`src/rtl/int_alu_pkg.sv`:
```
package int_alu_pkg;

  localparam int unsigned MODE_W = 4;

  localparam logic [MODE_W-1:0] MD_ADD  = 4'd0;
  localparam logic [MODE_W-1:0] MD_ADDU = 4'd1;
  localparam logic [MODE_W-1:0] MD_SUB  = 4'd2;
  localparam logic [MODE_W-1:0] MD_SUBU = 4'd3;
  localparam logic [MODE_W-1:0] MD_AND  = 4'd4;
  localparam logic [MODE_W-1:0] MD_OR   = 4'd5;
  localparam logic [MODE_W-1:0] MD_XOR  = 4'd6;
  localparam logic [MODE_W-1:0] MD_NOR  = 4'd7;
  localparam logic [MODE_W-1:0] MD_SLT  = 4'd8;
  localparam logic [MODE_W-1:0] MD_SLTU = 4'd9;

  typedef enum logic [1:0] {
    LG_AND = 2'd0,
    LG_OR  = 2'd1,
    LG_XOR = 2'd2,
    LG_NOR = 2'd3
  } logic_sel_e;

  function automatic logic uses_subtract(input logic [MODE_W-1:0] md);
    return (md == MD_SUB) || (md == MD_SUBU) || (md == MD_SLT) || (md == MD_SLTU);
  endfunction

  function automatic logic is_logic_mode(input logic [MODE_W-1:0] md);
    return (md >= MD_AND) && (md <= MD_NOR);
  endfunction

endpackage

```
`src/rtl/alu_operand_stage.sv`:
```
module alu_operand_stage #(
  parameter int unsigned W = 32
) (
  input  logic [W-1:0] b_i,
  input  logic         sub_en_i,
  output logic [W-1:0] b_eff_o,
  output logic         cin_o
);
  // Subtraction as A + ~B + 1: the inversion and the injected carry together.
  always_comb begin
    b_eff_o = sub_en_i ? ~b_i : b_i;
    cin_o   = sub_en_i;
  end

  always_comb begin
    // when subtracting, the adder input plus the carry-in is the negated operand
    p_negate_r3: assert (!sub_en_i || ((b_eff_o + {{(W-1){1'b0}}, cin_o}) == (~b_i + 1'b1)));
  end
endmodule

```
`src/rtl/alu_ripple_adder.sv`:
```
module alu_ripple_adder #(
  parameter int unsigned W = 32
) (
  input  logic [W-1:0] a_i,
  input  logic [W-1:0] b_i,
  input  logic         cin_i,
  output logic [W-1:0] sum_o,
  output logic         cout_o,
  output logic         cmsb_o
);
  logic [W:0] chain;

  assign chain[0] = cin_i;

  for (genvar k = 0; k < W; k++) begin : g_bit
    logic gen_k;
    logic prop_k;
    assign gen_k      = a_i[k] & b_i[k];
    assign prop_k     = a_i[k] ^ b_i[k];
    assign sum_o[k]   = prop_k ^ chain[k];
    assign chain[k+1] = gen_k | (prop_k & chain[k]);
  end

  assign cout_o = chain[W];
  assign cmsb_o = chain[W-1];

  always_comb begin
    // the bit chain agrees with a behavioural sum including carry out
    p_sum_r1: assert ({cout_o, sum_o} == ({1'b0, a_i} + {1'b0, b_i} + {{W{1'b0}}, cin_i}));
  end
endmodule

```
`src/rtl/alu_logic_unit.sv`:
```
module alu_logic_unit
  import int_alu_pkg::*;
#(
  parameter int unsigned W = 32
) (
  input  logic [W-1:0] a_i,
  input  logic [W-1:0] b_i,
  input  logic_sel_e   sel_i,
  output logic [W-1:0] y_o
);
  always_comb begin
    case (sel_i)
      LG_AND:  y_o = a_i & b_i;
      LG_OR:   y_o = a_i | b_i;
      LG_XOR:  y_o = a_i ^ b_i;
      default: y_o = ~(a_i | b_i);
    endcase
  end

  always_comb begin
    // NOR and OR outputs are bitwise complements for the same operands
    p_nor_or_r5: assert ((sel_i != LG_NOR) || ((y_o ^ (a_i | b_i)) == {W{1'b1}}));
  end
endmodule

```
`src/rtl/alu_compare_unit.sv`:
```
module alu_compare_unit (
  input  logic sum_msb_i,
  input  logic cmsb_i,
  input  logic cout_i,
  output logic ovf_o,
  output logic lt_s_o,
  output logic lt_u_o
);
  always_comb begin
    ovf_o  = cmsb_i ^ cout_i;
    lt_s_o = sum_msb_i ^ ovf_o;
    lt_u_o = ~cout_i;
  end
endmodule

```
`src/rtl/int_alu32.sv`:
```
module int_alu32
  import int_alu_pkg::*;
#(
  parameter int unsigned W = 32
) (
  input  logic [W-1:0]      a_i,
  input  logic [W-1:0]      b_i,
  input  logic [MODE_W-1:0] mode_i,
  output logic [W-1:0]      result_o,
  output logic              carry_o,
  output logic              ovf_o
);
  localparam int unsigned MSB = W - 1;

  logic [W-1:0] b_eff;
  logic         cin;
  logic [W-1:0] sum;
  logic         cout;
  logic         cmsb;
  logic         ovf_raw;
  logic         lt_s;
  logic         lt_u;
  logic [W-1:0] logic_y;
  logic_sel_e   lsel;

  assign lsel = logic_sel_e'(mode_i[1:0]);

  alu_operand_stage #(.W(W)) u_opnd (
    .b_i      (b_i),
    .sub_en_i (uses_subtract(mode_i)),
    .b_eff_o  (b_eff),
    .cin_o    (cin)
  );

  alu_ripple_adder #(.W(W)) u_add (
    .a_i    (a_i),
    .b_i    (b_eff),
    .cin_i  (cin),
    .sum_o  (sum),
    .cout_o (cout),
    .cmsb_o (cmsb)
  );

  alu_compare_unit u_cmp (
    .sum_msb_i (sum[MSB]),
    .cmsb_i    (cmsb),
    .cout_i    (cout),
    .ovf_o     (ovf_raw),
    .lt_s_o    (lt_s),
    .lt_u_o    (lt_u)
  );

  alu_logic_unit #(.W(W)) u_log (
    .a_i   (a_i),
    .b_i   (b_i),
    .sel_i (lsel),
    .y_o   (logic_y)
  );

  always_comb begin
    result_o = '0;
    carry_o  = 1'b0;
    ovf_o    = 1'b0;
    case (mode_i)
      MD_ADD, MD_SUB: begin
        result_o = sum;
        carry_o  = cout;
        ovf_o    = ovf_raw;
      end
      MD_ADDU, MD_SUBU: begin
        result_o = sum;
        carry_o  = cout;
      end
      MD_AND, MD_OR, MD_XOR, MD_NOR: begin
        result_o = logic_y;
      end
      MD_SLT: begin
        result_o = {{(W-1){1'b0}}, lt_s};
        carry_o  = cout;
      end
      MD_SLTU: begin
        result_o = {{(W-1){1'b0}}, lt_u};
        carry_o  = cout;
      end
      default: ;
    endcase
  end

  always_comb begin
    // opposite-sign add and same-sign subtract never overflow
    p_no_overflow_r9: assert (!(ovf_o &&
      (((mode_i == MD_ADD) && (a_i[MSB] != b_i[MSB])) ||
       ((mode_i == MD_SUB) && (a_i[MSB] == b_i[MSB])))));
    // unsigned add keeps overflow low
    p_no_overflow_r2: assert (!((mode_i == MD_ADDU) && ovf_o));
    // unsigned subtract keeps overflow low
    p_no_overflow_r4: assert (!((mode_i == MD_SUBU) && ovf_o));
    // logic modes clear both flags
    p_logic_flags_r5: assert (!(is_logic_mode(mode_i) && (carry_o || ovf_o)));
    // signed compare leaves upper bits clear and no overflow
    p_slt_shape_r6: assert (!((mode_i == MD_SLT) && ((result_o[MSB:1] != '0) || ovf_o)));
    // unsigned compare answer is the borrow, i.e. inverse of carry
    p_sltu_borrow_r7: assert (!((mode_i == MD_SLTU) &&
      ((result_o[MSB:1] != '0) || (result_o[0] == carry_o) || ovf_o)));
    // unused codes give all-zero outputs
    p_unused_zero_r8: assert (!((mode_i > MD_SLTU) && ((result_o != '0) || carry_o || ovf_o)));
  end
endmodule

```
`config.mk`:
```
export PLATFORM = sky130hd
export DESIGN_NAME = int_alu32
export DESIGN_NICKNAME = d
export VERILOG_FILES = /design/src/rtl/int_alu_pkg.sv /design/src/rtl/alu_operand_stage.sv /design/src/rtl/alu_ripple_adder.sv /design/src/rtl/alu_logic_unit.sv /design/src/rtl/alu_compare_unit.sv /design/src/rtl/int_alu32.sv
export SDC_FILE = /design/constraint.sdc
export NUM_CORES = 1
export LEC_CHECK = 0
export ABC_CLOCK_PERIOD_IN_PS = 40300
export CORE_MARGIN = 2
export CORE_UTILIZATION = 54
export DETAILED_ROUTE_END_ITERATION = 10
export GPL_ROUTABILITY_DRIVEN = 0
export GPL_TIMING_DRIVEN = 0
export PLACE_DENSITY_LB_ADDON = 0.12
export SYNTH_ARGS = -nofsm -noshare
export SYNTH_HDL_FRONTEND = slang
export SYNTH_SLANG_ARGS = --single-unit
```
`constraint.sdc`:
```
create_clock -name vclk -period 40.3
set_input_delay 8.06 -clock vclk [all_inputs]
set_output_delay 8.06 -clock vclk [all_outputs]
set_load 0.02 [all_outputs]
```
-- Word level (Yosys, flattened, before mapping)
Index checks and enable logic that the tools add are counted.
- bits in registers: 0
- input port bits: 68
- output and inout bits: 34
- logic and storage cells: 193
- muxes and demuxes: 5
- eq/ne operators: 11
- bitwise gates (word level): 168
- reductions and logical operators: 9
- operators with widths (kind ; number):
    $pmux W32 S4 ; 1
    $pmux W32 S3 ; 1
    $xor A1 B1 Y1 ; 66
    $and A1 B1 Y1 ; 64
    $not A32 Y32 ; 2
    $and A32 B32 Y32 ; 1
    $mux W32 ; 1
    $or A1 B1 Y1 ; 32
    $or A32 B32 Y32 ; 1
    $xor A32 B32 Y32 ; 1
    $eq A4 B3 Y1 const B ; 4
    $eq A4 B2 Y1 const B ; 2
    $eq A4 B4 Y1 const B ; 2
    $reduce_or A4 Y1 ; 2
    $reduce_or A6 Y1 ; 1
    $eq A4 B1 Y1 const B ; 1
    $logic_not A4 Y1 ; 1
    $logic_or A1 B1 Y1 ; 3
    $eq A2 B1 Y1 const B ; 1
    $eq A2 B2 Y1 const B ; 1
    $logic_not A2 Y1 ; 1
    $mux W1 ; 2
    $reduce_or A2 Y1 ; 1
    $not A1 Y1 ; 1

-- Logic depth before layout (Yosys ltp)
- depth after elaboration: 73
- gate-level depth with buffers: 42
- depth with buffers taken out: 40

-- By module
A second synthesis with hierarchy kept.
- cells, all modules: 470
- area, all modules: 3945.0 µm²
- by module, submodules not included (module ; area each (µm²) ; cells an instance ; times used ; seq. area each (µm²)):
    alu_logic_unit ; 2265.9 ; 306 ; 1 ; 0.0
    alu_ripple_adder ; 678.2 ; 42 ; 1 ; 0.0
    int_alu32 ; 605.6 ; 82 ; 1 ; 0.0
    alu_operand_stage ; 359.1 ; 37 ; 1 ; 0.0
    alu_compare_unit ; 36.3 ; 3 ; 1 ; 0.0

-- Worst setup path after synthesis
OpenSTA, ideal clock, no wires.
- path kind: input port to output port
- from: input port mode_i[3]
- to: output port ovf_o
- stages: 40
- slack: 9811 ps
- arrival: 22429 ps
- path buffers: 2
- required time: 32240 ps
- cell sequence: buf_2 > xnor2_1 > nor2_2 > buf_4 > xnor2_1 > fa_1 > fa_1 > fa_1 > inv_1 > fa_1 > inv_1 > fa_1 > fa_1 > fa_1 > fa_1 > fa_1 > fa_1 > fa_1 > (+4 left out) > fa_1 > fa_1 > fa_1 > fa_1 > fa_1 > fa_1 > fa_1 > fa_1 > fa_1 > fa_1 > fa_1 > fa_1 > fa_1 > fa_1 > fa_1 > fa_1 > xnor2_1 > nor4_1
- word-level cells in the longest chain between the ends: 72
- elaborated cells on any way between the ends: 140
- those cells by class: 4 x eq/ne; 2 x mux; 129 x bitwise; 5 x reduce/logical
- ends and longest elaborated chain (item ; RTL line ; text):
    start: declaration ; int_alu32.sv:8 ; input logic [MODE_W-1:0] mode_i,
    $eq A4 B2 Y1, on equally long branches ; int_alu_pkg.sv:24, int_alu32.sv:64 ;
    $logic_or A1 B1 Y1 (3 in a row) ; int_alu_pkg.sv:24 ; return (md == MD_SUB) || (md == MD_SUBU) || (md == MD_SLT) || (md == MD_SLTU);
    $mux W32 ; alu_operand_stage.sv:11 ; b_eff_o = sub_en_i ? ~b_i : b_i;
    $xor A1 B1 Y1 ; alu_ripple_adder.sv:19 ; assign prop_k = a_i[k] ^ b_i[k];
    $and A1 B1 Y1 ; alu_ripple_adder.sv:21 ; assign chain[k+1] = gen_k | (prop_k & chain[k]);
    $or A1 B1 Y1 ; alu_ripple_adder.sv:21 ;
    $and A1 B1 Y1 ; alu_ripple_adder.sv:21 ;
    $or A1 B1 Y1 ; alu_ripple_adder.sv:21 ;
    (+54 left out) ; n/a ;
    $and A1 B1 Y1 ; alu_ripple_adder.sv:21 ;
    $or A1 B1 Y1 ; alu_ripple_adder.sv:21 ;
    $and A1 B1 Y1 ; alu_ripple_adder.sv:21 ;
    $or A1 B1 Y1 ; alu_ripple_adder.sv:21 ;
    $and A1 B1 Y1 ; alu_ripple_adder.sv:21 ;
    $or A1 B1 Y1 ; alu_ripple_adder.sv:21 ;
    $xor A1 B1 Y1 ; alu_compare_unit.sv:10 ; ovf_o = cmsb_i ^ cout_i;
    $mux W1 (*) ; int_alu32.sv:64 ; case (mode_i)
    end: declaration ; int_alu32.sv:11 ; output logic ovf_o
Every way passes the cells marked *; elsewhere a longest branch is shown, timed or not.

-- Worst setup path in the final report
- from: input port mode_i[1]
- to: output port result_o[31]
- word-level cells in the longest chain between the ends: 70
- elaborated cells on any way between the ends: 147
- those cells by class: 11 x eq/ne; 3 x mux; 126 x bitwise; 7 x reduce/logical
- ends and longest elaborated chain (item ; RTL line ; text):
    $eq A4 B2 Y1 ; int_alu_pkg.sv:24, int_alu32.sv:64 ;
    $logic_or A1 B1 Y1 (3 in a row) ; int_alu_pkg.sv:24 ;
    $mux W32 ; alu_operand_stage.sv:11 ;
    $xor A1 B1 Y1 ; alu_ripple_adder.sv:19 ;
    $and A1 B1 Y1 ; alu_ripple_adder.sv:21 ;
    $or A1 B1 Y1 ; alu_ripple_adder.sv:21 ;
    $and A1 B1 Y1 ; alu_ripple_adder.sv:21 ;
    $or A1 B1 Y1 ; alu_ripple_adder.sv:21 ;
    (+52 left out) ; n/a ;
    $and A1 B1 Y1 ; alu_ripple_adder.sv:21 ;
    $or A1 B1 Y1 ; alu_ripple_adder.sv:21 ;
    $and A1 B1 Y1 ; alu_ripple_adder.sv:21 ;
    $or A1 B1 Y1 ; alu_ripple_adder.sv:21 ;
    $and A1 B1 Y1 ; alu_ripple_adder.sv:21 ;
    $or A1 B1 Y1 ; alu_ripple_adder.sv:21 ;
    $xor A1 B1 Y1 ; alu_ripple_adder.sv:20 ; assign sum_o[k] = prop_k ^ chain[k];
    $pmux W32 S4 (*) ; int_alu32.sv:64 ;
    end: declaration ; int_alu32.sv:9 ; output logic [W-1:0] result_o,
Marks and branches as above.

==> results_dict.tcl <==
set metrics [dict create \
    status "finished clean" \
    stdcell_count 567 \
    synth_top_family_by_area "adder cells" \
    fin_crit_sh_pct 79.5 \
    route.vias.total 3079 \
    endpoint_kind "output port" \
    path_class "primary input to output port" \
    start_util_pct 56.1 \
    first_pass_iters 4 \
    fin_setup_tns_ps 0 \
    p_total_uw 68.6 \
    clkbuf_count 0 \
    relSlewSlack_pct 60.6 \
    cp_slowest_cell "clkdlybuf4s50_1" \
    die-area_sq_um 6830 \
    placed_cell_area_sq_um 4420 \
    track_usage_pct 27.1 \
    ys_warn_count 0 \
    maxCapViolCount 0 \
    synth.distinct_cells 25 \
    io_pins 102 \
    cp.required_ps 32240 \
    core_region_area_sq_um 5960 \
    tightest_slew_ps 591 \
    seq_cell_count 0 \
    syn_to_final_growth_pct 32.5 \
    drc 0 \
    grt_pass1_vias 3278 \
    grt_start_max_net_pins 11 \
    seqCellArea_sq_um 0 \
    cts_resized 0 \
    final_util_pct 74.3 \
    synth_compound_area_share_pct 14.8 \
    worstPathArrival_ps 23990 \
    yosysSeqAreaShare_pct 0 \
    hold_viol_final 0 \
    power_leakage_nw 2.08 \
    p_per_area_nw_per_um2 15.5 \
    final_area_sq_um 4420 \
    netlist_instances 393 \
    portBuffers 99 \
    fin_ws_ps 8250 \
    syn_area_sq_um 3340 \
    finalSetupViolations 0 \
    cpPeakStageDelay_ps 630 \
    slew_violations 0 \
    ant_nets 0 \
    min_path_type "primary input to output port" \
    hpwl_mm 7.25 \
    synth.net_count 557 \
    synth-xor-area-share_pct 8.66 \
    wl_per_cell_microns 15.6 \
    drt_iter0_drc 111 \
    antenna_found_initial 0 \
    layout.nets 658 \
    hold_ws_ps 16840 \
    met1_usage_pct 33.9 \
    drt-total-wl_mm 8.87 \
    busiest_layer "met2" \
    use_met3_pct 0.978 \
    dp_cells 567 \
    grt_util_met2_pct 52.3 \
    synthMuxAreaShare_pct 12.3 \
    syn-mean-instance-area_sq_um 8.49 \
    num_antenna_cells 0 \
    critPathLaunchType "primary input" \
    critPathMaxFanout 10 \
    dp_slack_ps 8220 \
    grt_pass1_wl_mm 14.5 \
    yosys.area_share.adder_pct 43.2 \
    final_cell_mix "clkdlybuf4s50_1, inv_1, ha_1, nand2_1, mux2i_1" \
    die_h_microns 82.6 \
    cts_hold_buf 0 \
    via_per_inst 5.43 \
    fp-row-count 28 \
    cts_setup_buffers 0 \
    overflow 0 \
    rsz0062_at_grt "no" \
    final_common_cell "clkdlybuf4s50_1" \
    cpMostUsedCell "fa_1" \
    finalCriticalPeriod_ps 32050 \
    fp.dieW_microns 82.6 \
    drive_gt1_share_pct 6.10 \
    yosys.area_share.simple_pct 7.83 \
    ir_drop_v 0.00000992 \
    max_freq_mhz 31.2 \
]
==> cells in the mapped netlist <==
cell type | count | area [sq um]
nor3b_1 | 1 | 7.51
fa_1 | 32 | 641
buf_4 | 3 | 22.5
nor2_2 | 1 | 6.26
xnor2_1 | 33 | 289
clkbuf_1 | 8 | 30.0
inv_1 | 77 | 289
buf_1 | 1 | 3.75
o21ai_0 | 23 | 115
buf_2 | 8 | 40.0
nor4_1 | 1 | 6.26
ha_1 | 64 | 801
buf_6 | 5 | 56.3
mux2i_1 | 41 | 410
nand3b_1 | 1 | 7.51
o221ai_2 | 12 | 180
a32oi_1 | 1 | 8.76
nand2_1 | 54 | 203
or3_1 | 2 | 12.5
o221ai_1 | 20 | 175
o31ai_1 | 1 | 7.51
or3b_1 | 1 | 8.76
nor2_1 | 1 | 3.75
a211oi_1 | 1 | 7.51
or2_2 | 1 | 6.26
==> cell type report <==
class	instances	area, sq um
fillers	462	1530
repair buffers	99	991
plain buffers	25	153
multi-input cells	291	2900
inverters	77	289
well taps	75	93.8
==> report_power, final <==
| group | leakage (nW) | switching (mW) | internal (mW) |
|---|---|---|---|
| combinational | 2.08 | 0.0351 | 0.0335 |
| clock | 0 | 0 | 0 |
| sequential | 0 | 0 | 0 |
| total | 2.08 | 0.0351 | 0.0335 |
==> logic make-up (layout without fill, tap and decap cells) <==
logic type / Yosys count / after routing
mux: 41 / 41
buf+inv: 102 / 201
fa+ha+maj: 96 / 96
xor+xnor: 33 / 33
simple gates: 63 / 63
compound gates: 58 / 58
==> worst max-delay path: cells and delay by family <==
family                     cells  cell delay (ps)
and+or+nand+nor                2              540
buffers and inverters          6             1740
adders and majority gates     31            13290
AOI/OAI and AO/OA              1               80
xor gates and xnor gates       2              250
==> routing by layer <==
layer	vias up	part of all wire [%]
met4	0	0.78
li1	1493	-
met5	-	0
met1	1486	42
met3	6	5.7
met2	94	52
==> path summary, 6_finish.rpt <==
path                  endpoint  depth (start not counted)      start  slack [ps]
setup / recovery  result_o[31]                         42  mode_i[1]        8250
hold / removal           ovf_o                          3  mode_i[2]       16840
No activity file was read; power rests on OpenSTA's default activity.
